`config.mk`:
```
export PLATFORM = sky130hd
export DESIGN_NAME = adc_serial_reader
export DESIGN_NICKNAME = d
export VERILOG_FILES = /design/src/rtl/adc_serial_reader.sv
export SDC_FILE = /design/constraint.sdc
export NUM_CORES = 1
export LEC_CHECK = 0
export BUFFER_PORTS_ARGS = -buffer_cell sky130_fd_sc_hd__buf_2
export CORE_MARGIN = 1.5
export CORE_UTILIZATION = 35
export CTS_BUF_LIST = sky130_fd_sc_hd__clkbuf_8
export DETAILED_ROUTE_END_ITERATION = 10
export SETUP_SLACK_MARGIN = 0.05
export SYNTH_ARGS = -nofsm -noshare
export SYNTH_HDL_FRONTEND = slang
export SYNTH_SLANG_ARGS = --single-unit
```
`constraint.sdc`:
```
create_clock -name clk -period 3.4 [get_ports clk]
set_clock_uncertainty 0.1 [all_clocks]
set_input_delay 0.68 -clock clk [delete_from_list [all_inputs] [get_ports clk]]
set_output_delay 0.68 -clock clk [all_outputs]
set_load 0.1 [all_outputs]
```
`src/rtl/adc_serial_reader.sv`:
```
module adc_serial_reader #(
  parameter int RES       = 10,
  parameter int SCLK_HALF = 3,
  parameter int QUIET_CYC = 5,
  parameter int WAKE_CYC  = 100
) (
  input  logic           clk,
  input  logic           rst_n,
  input  logic           start_i,
  input  logic [1:0]     cmd_i,
  input  logic           sdo_i,
  output logic           cs_n_o,
  output logic           sclk_o,
  output logic           busy_o,
  output logic           done_o,
  output logic           valid_o,
  output logic [RES-1:0] sample_o
);

  localparam int TW = $clog2(SCLK_HALF + 1);
  localparam int QW = $clog2(QUIET_CYC + 1);
  localparam int WW = $clog2(WAKE_CYC + 1);

  localparam logic [1:0] C_FULL  = 2'd0;
  localparam logic [1:0] C_SHORT = 2'd1;
  localparam logic [1:0] C_PDN   = 2'd2;
  localparam logic [1:0] C_WAKE  = 2'd3;

  localparam logic [4:0] FE_FIRST = 5'd4;
  localparam logic [4:0] FE_LAST  = 5'(3 + RES);
  localparam logic [4:0] FE_FULL  = 5'd16;
  localparam logic [4:0] FE_SHORT = (RES == 8) ? 5'd12 : 5'd16;
  localparam logic [4:0] FE_PDN   = 5'd5;

  typedef enum logic [1:0] {ST_IDLE, ST_HI, ST_LO, ST_QUIET} st_t;

  st_t            st;
  logic [TW-1:0]  tmr;
  logic [4:0]     fe;
  logic [4:0]     fe_end;
  logic [QW-1:0]  qc;
  logic [WW-1:0]  wk;
  logic [1:0]     cmd_q;
  logic [1:0]     pend_cmd;
  logic           pend;
  logic [RES-1:0] shreg;
  logic           phase_end;
  logic           quiet_ok;

  assign busy_o    = (st != ST_IDLE);
  assign phase_end = (tmr == TW'(SCLK_HALF - 1));
  assign fe_end    = (cmd_q == C_PDN)   ? FE_PDN :
                     (cmd_q == C_SHORT) ? FE_SHORT : FE_FULL;
  assign quiet_ok  = (qc >= QW'(QUIET_CYC - 1)) &&
                     ((cmd_q != C_WAKE) || (wk == WW'(WAKE_CYC)));

  always_ff @(posedge clk or negedge rst_n) begin
    if (!rst_n) begin
      st       <= ST_IDLE;
      cs_n_o   <= 1'b1;
      sclk_o   <= 1'b1;
      tmr      <= '0;
      fe       <= '0;
      qc       <= '0;
      wk       <= '0;
      cmd_q    <= C_FULL;
      pend     <= 1'b0;
      pend_cmd <= C_FULL;
      shreg    <= '0;
      sample_o <= '0;
      valid_o  <= 1'b0;
      done_o   <= 1'b0;
    end else begin
      valid_o <= 1'b0;
      done_o  <= 1'b0;
      if (wk != WW'(WAKE_CYC)) wk <= wk + 1'b1;
      if (start_i && st != ST_IDLE && !pend) begin
        pend     <= 1'b1;
        pend_cmd <= cmd_i;
      end
      case (st)
        ST_IDLE: begin
          if (start_i || pend) begin
            cmd_q  <= pend ? pend_cmd : cmd_i;
            pend   <= 1'b0;
            cs_n_o <= 1'b0;
            tmr    <= '0;
            fe     <= '0;
            wk     <= '0;
            st     <= ST_HI;
          end
        end
        ST_HI: begin
          if (phase_end) begin
            tmr <= '0;
            if (fe >= FE_FIRST && fe <= FE_LAST) shreg <= {shreg[RES-2:0], sdo_i};
            sclk_o <= 1'b0;
            fe     <= fe + 1'b1;
            st     <= ST_LO;
          end else begin
            tmr <= tmr + 1'b1;
          end
        end
        ST_LO: begin
          if (phase_end) begin
            tmr    <= '0;
            sclk_o <= 1'b1;
            if (fe == fe_end) begin
              cs_n_o <= 1'b1;
              qc     <= '0;
              st     <= ST_QUIET;
            end else begin
              st <= ST_HI;
            end
          end else begin
            tmr <= tmr + 1'b1;
          end
        end
        ST_QUIET: begin
          if (qc != QW'(QUIET_CYC)) qc <= qc + 1'b1;
          if (quiet_ok) begin
            st     <= ST_IDLE;
            done_o <= 1'b1;
            if (cmd_q == C_FULL || cmd_q == C_SHORT) begin
              valid_o  <= 1'b1;
              sample_o <= shreg;
            end
          end
        end
        default: st <= ST_IDLE;
      endcase
    end
  end

  logic          cs_d, sclk_d;
  logic [4:0]    nfall;
  logic [QW-1:0] hi_run;
  logic [WW-1:0] since_fall;

  always_ff @(posedge clk or negedge rst_n) begin
    if (!rst_n) begin
      cs_d       <= 1'b1;
      sclk_d     <= 1'b1;
      nfall      <= '0;
      hi_run     <= QW'(QUIET_CYC);
      since_fall <= WW'(WAKE_CYC);
    end else begin
      cs_d   <= cs_n_o;
      sclk_d <= sclk_o;
      if (cs_d && !cs_n_o) nfall <= '0;
      else if (sclk_d && !sclk_o) nfall <= nfall + 1'b1;
      if (!cs_n_o) hi_run <= '0;
      else if (hi_run != QW'(QUIET_CYC)) hi_run <= hi_run + 1'b1;
      if (cs_d && !cs_n_o) since_fall <= '0;
      else if (since_fall != WW'(WAKE_CYC)) since_fall <= since_fall + 1'b1;
    end
  end

  a_r2_cs_moves_with_sclk_high: assert property (@(posedge clk) disable iff (!rst_n)
    ($fell(cs_n_o) || $rose(cs_n_o)) |-> sclk_o);

  a_r3_full_edge_count: assert property (@(posedge clk) disable iff (!rst_n)
    ($rose(cs_n_o) && cmd_q == C_FULL) |-> (nfall == 5'd16));

  a_r4_short_edge_count: assert property (@(posedge clk) disable iff (!rst_n)
    ($rose(cs_n_o) && cmd_q == C_SHORT) |-> (nfall == ((RES == 8) ? 5'd12 : 5'd16)));

  a_r5_pdn_window: assert property (@(posedge clk) disable iff (!rst_n)
    ($rose(cs_n_o) && cmd_q == C_PDN) |-> (nfall > 5'd2 && nfall < 5'd10));

  a_r6_wake_no_valid: assert property (@(posedge clk) disable iff (!rst_n)
    valid_o |-> (cmd_q == C_FULL || cmd_q == C_SHORT));

  a_r6_wake_settle: assert property (@(posedge clk) disable iff (!rst_n)
    (done_o && cmd_q == C_WAKE) |-> (since_fall >= WW'(WAKE_CYC)));

  a_r7_quiet_time: assert property (@(posedge clk) disable iff (!rst_n)
    $fell(cs_n_o) |-> (hi_run >= QW'(QUIET_CYC)));

  a_r9_valid_with_done: assert property (@(posedge clk) disable iff (!rst_n)
    valid_o |-> done_o);

  a_r9_busy_while_selected: assert property (@(posedge clk) disable iff (!rst_n)
    !cs_n_o |-> busy_o);

endmodule

```
=== After elaboration in Yosys (flattened, before gate mapping) ===
Cells that the tools add are included.

* Multiplexer cells: 36
* Equality and inequality tests: 17
* Add/subtract/negate cells: 4
* $lt $le $gt $ge: 3
* Reductions and logical operators: 26

{| class="wikitable"
|+ Operators by type and width
! kind !! count
|-
| 7-bit two-way mux || 3
|-
| 2-bit two-way mux || 8
|-
| 5-bit two-way mux || 3
|-
| 2-bit inequality test, second input constant || 7
|-
| 1-bit two-way mux || 13
|-
| 3-bit AND reduction || 4
|-
| 4-bit AND reduction || 3
|-
| 2-bit nonzero test || 6
|-
| 5-bit one-hot mux with 2 select lines || 1
|-
| 3-bit two-way mux || 3
|-
| 2-bit == test, second input constant || 4
|-
| 2-bit one-hot mux with 4 select lines || 1
|-
| 7-bit by 1-bit adder with 7-bit output, second input constant || 1
|-
| 7-bit == test, second input constant || 1
|-
| 7-bit inequality test, second input constant || 1
|-
| 3-bit one-hot mux with 2 select lines || 1
|-
| 5-bit by 1-bit adder with 5-bit output, second input constant || 1
|-
| 5-bit == test || 1
|-
| 5-bit by 3-bit greater-or-equal comparator with 1-bit output, second input constant || 1
|-
| 5-bit by 4-bit less-or-equal comparator with 1-bit output, second input constant || 1
|-
| 2-bit by 1-bit == test with 1-bit output, second input constant || 2
|-
| 1-bit logical AND || 4
|-
| 2-bit zero test || 2
|-
| 1-bit one-hot mux with 2 select lines || 2
|-
| 9 further kinds || 12
|}

* Register bits: 48
* Input port bits: 6
* Word-level logic and storage cells: 100
* Output and inout bits: 15

=== Depth between registers and ports, before layout ===
Gate-level depths: netlist of the first run.

* Depth after elaboration: 6
* Mapped depth: 8
* Depth with buffers taken out: 7

=== Worst setup path before layout of the first run ===
Ideal clock, no wire load.

* Path type: register to output
* From: register st[0]
* To: output busy_o
* Required time: 2.620 ns
* Stages on the path, launching flop included: 5
* Arrival: 1.394 ns
* Setup slack: 1.226 ns
* Cells stage by stage: dfrtp_1 -> inv_1 -> ha_1 -> buf_2 -> inv_1

* Cells in the longest elaborated chain, start to end: 1

{| class="wikitable"
|+ Ends and longest elaborated chain
! what !! line !! RTL
|-
| start: declaration || 37 || <nowiki>st_t st;</nowiki>
|-
| start signal: assignment || 59 || <nowiki>st <= ST_IDLE;</nowiki>
|-
| start signal: assignment || 90 || <nowiki>st <= ST_HI;</nowiki>
|-
| start signal: assignment || 99 || <nowiki>st <= ST_LO;</nowiki>
|-
| 2-bit nonzero test || 50 || <nowiki>assign busy_o = (st != ST_IDLE);</nowiki>
|-
| end: declaration || 14 || <nowiki>output logic busy_o,</nowiki>
|}

Every way passes these cells.

=== Worst setup path in the final report of the first run ===
Ends and elaborated chain as after synthesis.

==> results of run 1 <==
-- metal layers --
metal,up-vias,part of all wire [%],wire length (µm),GRT usage [%]
met5,-,0,0,0
met3,11,4.3,188,2.98
met1,810,49,2160,18.0
li1,823,-,-,-
met4,0,1.8,78,4.84
met2,44,45,1970,20.5
-- where the power goes --
part | leakage (nW) | total, W | internal, W | switching (W)
clock | 0.0687 | 0.000496 | 0.000296 | 0.000200
combinational | 0.640 | 0.000759 | 0.000278 | 0.000481
sequential | 0.638 | 0.000813 | 0.000694 | 0.000119
total | 1.35 | 0.00207 | 0.00127 | 0.000800
-- synthesized netlist by cell type (2+ instances only) --
cell type | n | area share, %
nand2b_1 | 3 | 0.78
o221ai_1 | 2 | 0.73
nor3b_1 | 2 | 0.63
xor2_1 | 4 | 1.5
and2_1 | 2 | 0.52
dfrtp_1 | 46 | 48
dfstp_2 | 2 | 2.2
o21ai_0 | 9 | 1.9
xnor2_1 | 4 | 1.5
buf_2 | 3 | 0.63
inv_1 | 13 | 2.0
a22oi_1 | 3 | 0.94
o21a_1 | 2 | 0.63
nand2_1 | 45 | 7.0
ha_1 | 12 | 6.3
a21oi_1 | 7 | 1.5
nor3_1 | 5 | 1.0
mux2_2 | 5 | 2.3
mux2_4 | 10 | 6.3
clkbuf_1 | 3 | 0.47
nand3_1 | 5 | 1.0
nor2_1 | 21 | 3.3
mux2i_1 | 6 | 2.5
or3_1 | 2 | 0.52
-- area by class of cell --
type / count / area share (%)
sequential: 48 / 44.6
multi-input combinational: 166 / 41.1
timing repair buffer: 20 / 3.71
tap: 80 / 3.71
clock buffer: 5 / 2.55
clock inverter: 3 / 2.55
inverter: 13 / 1.81
-- through the flow --
step                instances  hold slack [ns]
CTS                       335            0.382
global placement          327            0.353
global route              335            0.414
detailed placement        327            0.357
floorplan                 234            0.284
finish                    335            0.373
-- path summary, 6_finish.rpt --
| kind | startpoint | end | slack [ns] | depth (start not counted) |
|---|---|---|---|---|
| worst min register to register | sample_o[6] | sample_o[6] | 0.37 | 2 |
| min in group asynchronous | rst_n | wk[5] | 0.46 | 1 |
| worst min-delay path | sample_o[6] | sample_o[6] | 0.37 | 2 |
| worst max-delay path | st[0] | busy_o | 0.92 | 4 |
| max in group asynchronous | rst_n | tmr[0] | 2.09 | 1 |
| worst max register to register | st[1] | shreg[8] | 0.96 | 5 |
-- logic make-up (layout without fill, tap and decap cells) --
family	count (synthesis)	after routing
AND/OR/NAND/NOR	95	95
flip-flops	48	48
AO/OA/AOI/OAI	30	30
multiplexers	21	21
buffers and inverters	20	41
adder cells (fa/ha/maj)	12	12
XOR/XNOR	8	8
-- state kept, by name, indices dropped and copies added, names as in the netlist, 2 cells and up --
name      cells
tmr           2
pend_cmd      2
fe            5
qc            3
sample_o     10
st            2
cmd_q         2
shreg        10
wk            7
-- layout by cell type (no fill, tap or decap), types with 6 or more instances in the layout --
| cell | count |
|---|---|
| dfrtp_1 | 46 |
| ha_1 | 12 |
| nor2_1 | 21 |
| o21ai_0 | 9 |
| mux2_4 | 10 |
| mux2i_1 | 6 |
| buf_2 | 20 |
| inv_1 | 13 |
| a21oi_1 | 7 |
| nand2_1 | 45 |
-- critical path, stage by stage (launching register included) --
cell     delay, ns
dfrtp_1       0.40
inv_1         0.09
ha_1          0.31
inv_1         0.14
buf_2         0.44
==> summary.txt, run 1 <==
Status: complete, no violations
CTS tree: done
Critical Path AT: 1.70 ns
Core Box Area: 6720 µm²
Setup violations, final: 0
Drt total wl: 4390 µm
Routed Antenna Nets: 0
Place WS: 0.995 ns
Mapped Area: 2400 µm²
Max_cap viols: 0
Avg Inst Size Synth: 10.3 µm²
Final net count: 272
Post-CTS setup buffers: 0
Area grow syn2layout: 12.5%
Pre-antenna DRT Iters: 4
# hold bufs at CTS: 0
Max frequency: 0.404 GHz
Gp weighted congestion: 0.770
Vias: 1,688
Post-synthesis mux area share: 11.1%
Layout cells sized above 1: 18.8%
Syn. warnings: 0
Die H: 85.8 µm
Fraction of synthesized cell area in xor and xnor cells: 2.92%
Largest net degree at the start of global routing: 49
Die area: 7370 µm²
Tot GR Track Use: 13.2%
Pwr Density: 766 nW/µm²
DRC viols: 0
Detailed Place HPWL: 3120 µm
Final Hold Vio Count: 0
Floorplan die width: 85.8 µm
Critical Path Fanout Max: 10
Post-synthesis net count: 252
N_diodes: 0
Vias in the first global route: 1,696
Post-CTS resize count: 0
Largest family of logic cells by synthesized area: simple AND/OR/NAND/NOR gates
RSZ-0062 raised after global routing: no
Worst VDD drop: 0.663 mV
Ys async rst share: 100%
Pleak: 1.35 nW
Post-synth EDFFs: 0
Max-slew violation count: 0
Critical Path Sink Type: output port
Max clock buf depth: 2
Synth Instances: 234
WL/cell: 13.1 µm
Part of the cycle the worst path needs: 72.9%
Worst Max-Slew Pin Slew: 1.04 ns
Starting Density: 35.7%
CP required: 2.62 ns
Post-route cell area: 2700 µm²
Post-placement cell area: 2560 µm²
First-pass GRT wire length: 7730 µm
FF+latch area: 1200 µm²
Fin util: 40.2%
Synth Area in Adders: 6.25%
Synth Area in Simple Gates: 18.1%
Clock-pin slew on the worst setup and hold paths: 0.09 ns
Global route total overflow: 0
Cell variety after synth: 42
Total power: 0.00207 W
Initial antenna violation count: 0
Compound-cell area share of the yosys netlist: 7.92%
Relative max-transition margin: 30.5%
Ys flop type: dfrtp_1
Inserted Clock Buffers: 5
FF+latch count, synth: 48
Seq/Total Area, Yosys: 50.1%
Tmin final: 2.48 ns
Initial DRC count: 56
Area taken by multi-input logic gates: 1110 µm²
# fillers: 664
Worst Hold Class: reg -> reg
Crit path kind: reg -> out
# port buffers: 20
Final setup TNS: 0 ns
Vias per inst: 5.04
Clock root cell: clkbuf_8
Worst skew pair latency: 0.30 ns
Setup crit start kind: register
Final Worst Setup Slack: 0.922 ns
Row cnt: 30
CTS Sinks: 48
H-Tree Depth: 2
I/O Pins: 21
Note: power is estimated with default switching activity, not from simulation.
==> run 2: changes to the inputs <==
--- a/config.mk
+++ b/config.mk
@@ -5,6 +5,7 @@
 export SDC_FILE = /design/constraint.sdc
 export NUM_CORES = 1
 export LEC_CHECK = 0
+export ABC_AREA = 1
 export BUFFER_PORTS_ARGS = -buffer_cell sky130_fd_sc_hd__buf_2
 export CORE_MARGIN = 1.5
 export CORE_UTILIZATION = 35
==> constraint.sdc (replaced) <==
create_clock -name clk -period 2.17 [get_ports clk]
set_clock_uncertainty 0.1 [all_clocks]
set_input_delay 0.434 -clock clk [delete_from_list [all_inputs] [get_ports clk]]
set_output_delay 0.434 -clock clk [all_outputs]
set_load 0.1 [all_outputs]
==> run 2 against run 1 <==
  * Synthesized cell count increased by 14%
  * Via count increased by 2.4%
  * Critical path depth unchanged
  * Critical endpoint unchanged
  * Sequential share of layout area decreased by 0.35 points
  * Critical path type unchanged
  * Sequential power increased by 45%
==> summary.txt, run 2 <==
Status: complete, no violations (unchanged)
Non-filler cells, final: 372 (was 335)
Fin util: 40.3% (was 40.2%)
CP delay by family, top: buffers and inverters (unchanged)
Worst skew pair latency: 0.30 ns (about the same)
Syn. warnings: 0 (unchanged)
Commonest non-fill, non-tap cell in the layout: nand2_1 (was dfrtp_1)
Synth area leaders: dfrtp_1, nand2_1, ha_1 (unchanged)
Tot GR Track Use: 12.7% (was 13.2%)
Avg Inst Size Synth: 9.11 µm² (was 10.3 µm²)
Post-synth EDFFs: 0 (unchanged)
Setup violations, final: 0 (unchanged)
CP max-delay cell: dfrtp_1 (was buf_2)
# fillers: 697 (was 664)
Worst Path Buf+Inv: 3 (unchanged)
Core Box Area: 6760 µm² (was 6720 µm²)
Crit path kind: reg -> out (unchanged)
Detailed Place HPWL: 3050 µm (was 3120 µm)
Ys flop type: dfrtp_1 (unchanged)
Met1 Track Usage GR: 16.8% (was 18.0%)
FF+latch count, synth: 48 (unchanged)
Part of the cycle the worst path needs: 91.8%
Mapped Area: 2420 µm² (was 2400 µm²)
Met3 Usage GRT: 2.67% (was 2.98%)
Largest net degree at the start of global routing: 21 (was 49)
CP required: 1.64 ns (was 2.62 ns)
DRC viols: 0 (unchanged)
Post-Place Cells: 363 (was 327)
Cell variety after synth: 32 (was 42)
Global route total overflow: 0 (unchanged)
Met2 usage: 20.0% (was 20.5%)
Vias: 1,728 (was 1,688)
Die H: 86.2 µm (was 85.8 µm)
Critical path cell sequence: inv_1, ha_1, inv_1, buf_6 (was inv_1, ha_1, inv_1, buf_2)
Critical Path AT: 1.46 ns (was 1.70 ns)
Clock root cell: clkbuf_8 (unchanged)
Final net count: 309 (was 272)
Max frequency: 0.502 GHz
Worst Hold Class: in -> reg (was reg -> reg)
WL/cell: 11.2 µm (was 13.1 µm)
Final Hold Vio Count: 0 (unchanged)
N_diodes: 0 (unchanged)
Area grow syn2layout: 12.3% (was 12.5%)
Top flop regs: sample_o: 10 flops, shreg: 10 flops, wk: 7 flops (unchanged)
Slowest cell delay on critical path: 0.42 ns (was 0.44 ns)
Die area: 7430 µm² (was 7370 µm²)
Most common cell in the netlist: nand2_1 (was dfrtp_1)
Setup crit start kind: register (unchanged)
Most frequent cells in the layout: nand2_1, dfrtp_1, inv_1, buf_2, o21ai_2 (was dfrtp_1, nand2_1, nor2_1, buf_2, inv_1)
Most frequent cell on the critical path: inv_1 (unchanged)
Reg power frac: 40.8% (was 39.3%)
Starting Density: 35.9% (was 35.7%)
Worst Max-Slew Pin Slew: 0.490 ns (was 1.04 ns)
Pleak: 1.35 nW (about the same)
Critical Path Sink Type: output port (unchanged)
Routed Antenna Nets: 0 (unchanged)
Relative max-transition margin: 67.6% (was 30.5%)
Final setup TNS: 0 ns (unchanged)
Row cnt: 30 (unchanged)
Layout cells sized above 1: 19.5% (was 18.8%)
RSZ-0062 raised after global routing: no (unchanged)
H-Tree Depth: 2 (unchanged)
Post-CTS setup buffers: 0 (unchanged)
# port buffers: 20 (unchanged)
Worst VDD drop: 0.837 mV (was 0.663 mV)
Ys async rst share: 100% (unchanged)
Max_cap viols: 0 (unchanged)
Synth Instances: 266 (was 234)
CTS tree: done (unchanged)
Clock-pin slew on the worst setup and hold paths: 0.09 ns (about the same)
First-pass GRT wire length: 7390 µm (was 7730 µm)
Critical Path Fanout Max: 5 (was 10)
CTS Sinks: 48 (unchanged)
Internal power: 0.00171 W (was 0.00127 W)
Gp weighted congestion: 0.728 (was 0.770)
Floorplan die width: 86.2 µm (was 85.8 µm)
Flop2flop setup slack: 0.36 ns (was 0.96 ns)
Vias in the first global route: 1,673 (was 1,696)
Total power: 0.00289 W (was 0.00207 W)
Cell taking the most area after synthesis: dfrtp_1 (unchanged)
Seq/Total Area, Yosys: 49.7% (was 50.1%)
Post-synth top area share: 47.5% (was 47.9%)
Inserted Clock Buffers: 5 (unchanged)
Drt total wl: 4160 µm (was 4390 µm)
Tmin final: 1.99 ns
Vias per inst: 4.65 (was 5.04)
Pre-antenna DRT Iters: 4 (unchanged)
Sw frac: 40.8% (was 38.7%)
Commonest cells post-synth: nand2_1, dfrtp_1, inv_1 (was dfrtp_1, nand2_1, nor2_1)
Initial antenna violation count: 0 (unchanged)
Max-slew violation count: 0 (unchanged)
Comb power frac: 36.3% (was 36.7%)
Max clock buf depth: 2 (unchanged)
I/O Pins: 21 (unchanged)
Grt peak-use layer: met2 (unchanged)
Switching power: 0.00118 W (was 0.000800 W)
Initial DRC count: 104 (was 56)
Pwr Density: 1060 nW/µm² (was 766 nW/µm²)
Clock network power share: 22.9% (was 24.0%)
Post-synthesis net count: 284 (was 252)
## run 2: through the flow
step | area, µm² | hold slack, ns | setup WS [ns]
detailed placement | 2590 | 0.301 | 0.336
global route | 2720 | 0.283 | 0.0603
floorplan | 2420 | 0.0384 | 0.0841
finish | 2720 | 0.269 | 0.178
global placement | 2590 | 0.301 | 0.370
CTS | 2720 | 0.259 | 0.111
## run 2: path summary, 6_finish.rpt
check | start | depth (start not counted) | endpoint
worst max-delay path | st[0] | 4 | busy_o
min in group asynchronous | rst_n | 2 | sample_o[7]
worst max register to register | st[1] | 8 | shreg[1]
max in group asynchronous | rst_n | 3 | sclk_o
worst min register to register | sclk_o | 2 | sclk_o
worst min-delay path | sdo_i | 3 | shreg[0]
## run 2: logic make-up (layout without fill, tap and decap cells)
family                     after synthesis  in the layout  share of synthesized area (%)
buffers and inverters                   45             71                           8.83
DFF                                     48             48                           49.7
xor gates and xnor gates                 6              6                           2.17
and+or+nand+nor                        107            107                           20.5
AOI/OAI and AO/OA                       48             48                           12.6
adders and majority gates               12             12                           6.19
## run 2: final cells by class
cell class | count | area [µm²] | area share [%]
clock buffer | 5 | 68.8 | 2.53
multi-input combinational | 173 | 1010 | 37.2
sequential | 48 | 1200 | 44.2
tap | 80 | 100 | 3.68
clock inverter | 3 | 47.5 | 1.75
timing repair buffer | 24 | 139 | 5.10
inverter | 39 | 151 | 5.56
## run 2: timing repair
action / CTS / global route
setup endpoints to repair: 1 / 1
gates resized for setup: 1 / 1
hold endpoints to repair: 17 / 0
hold buffers: 1 / 0
## run 2: layer usage
layer | up-vias | part of all wire, % | routed length [µm]
li1 | 895 | - | -
met1 | 806 | 50 | 2070
met2 | 22 | 46 | 1900
met3 | 5 | 2.7 | 111
met4 | 0 | 1.8 | 76
met5 | - | 0 | 0
## run 2: worst reg2reg max path, delay by kind of cell (launching register included)
kind	cells	cell delay (ns)
AND/OR/NAND/NOR	2	0.27
flip-flops	1	0.42
adder cells (fa/ha/maj)	1	0.30
AO/OA/AOI/OAI	2	0.16
buffers and inverters	3	0.47
## run 2: power by group through the flow
stage | clock network (W) | logic (W) | registers, W
6_report | 0.000661 | 0.00105 | 0.00118
5_1_grt | 0.000714 | 0.00120 | 0.00120
4_1_cts | 0.000693 | 0.00105 | 0.00118
3_5_place_dp | 0 | 0.00104 | 0.00119
3_3_place_gp | 0 | 0.00103 | 0.00119
2_1_floorplan | 0 | 0.000763 | 0.00127
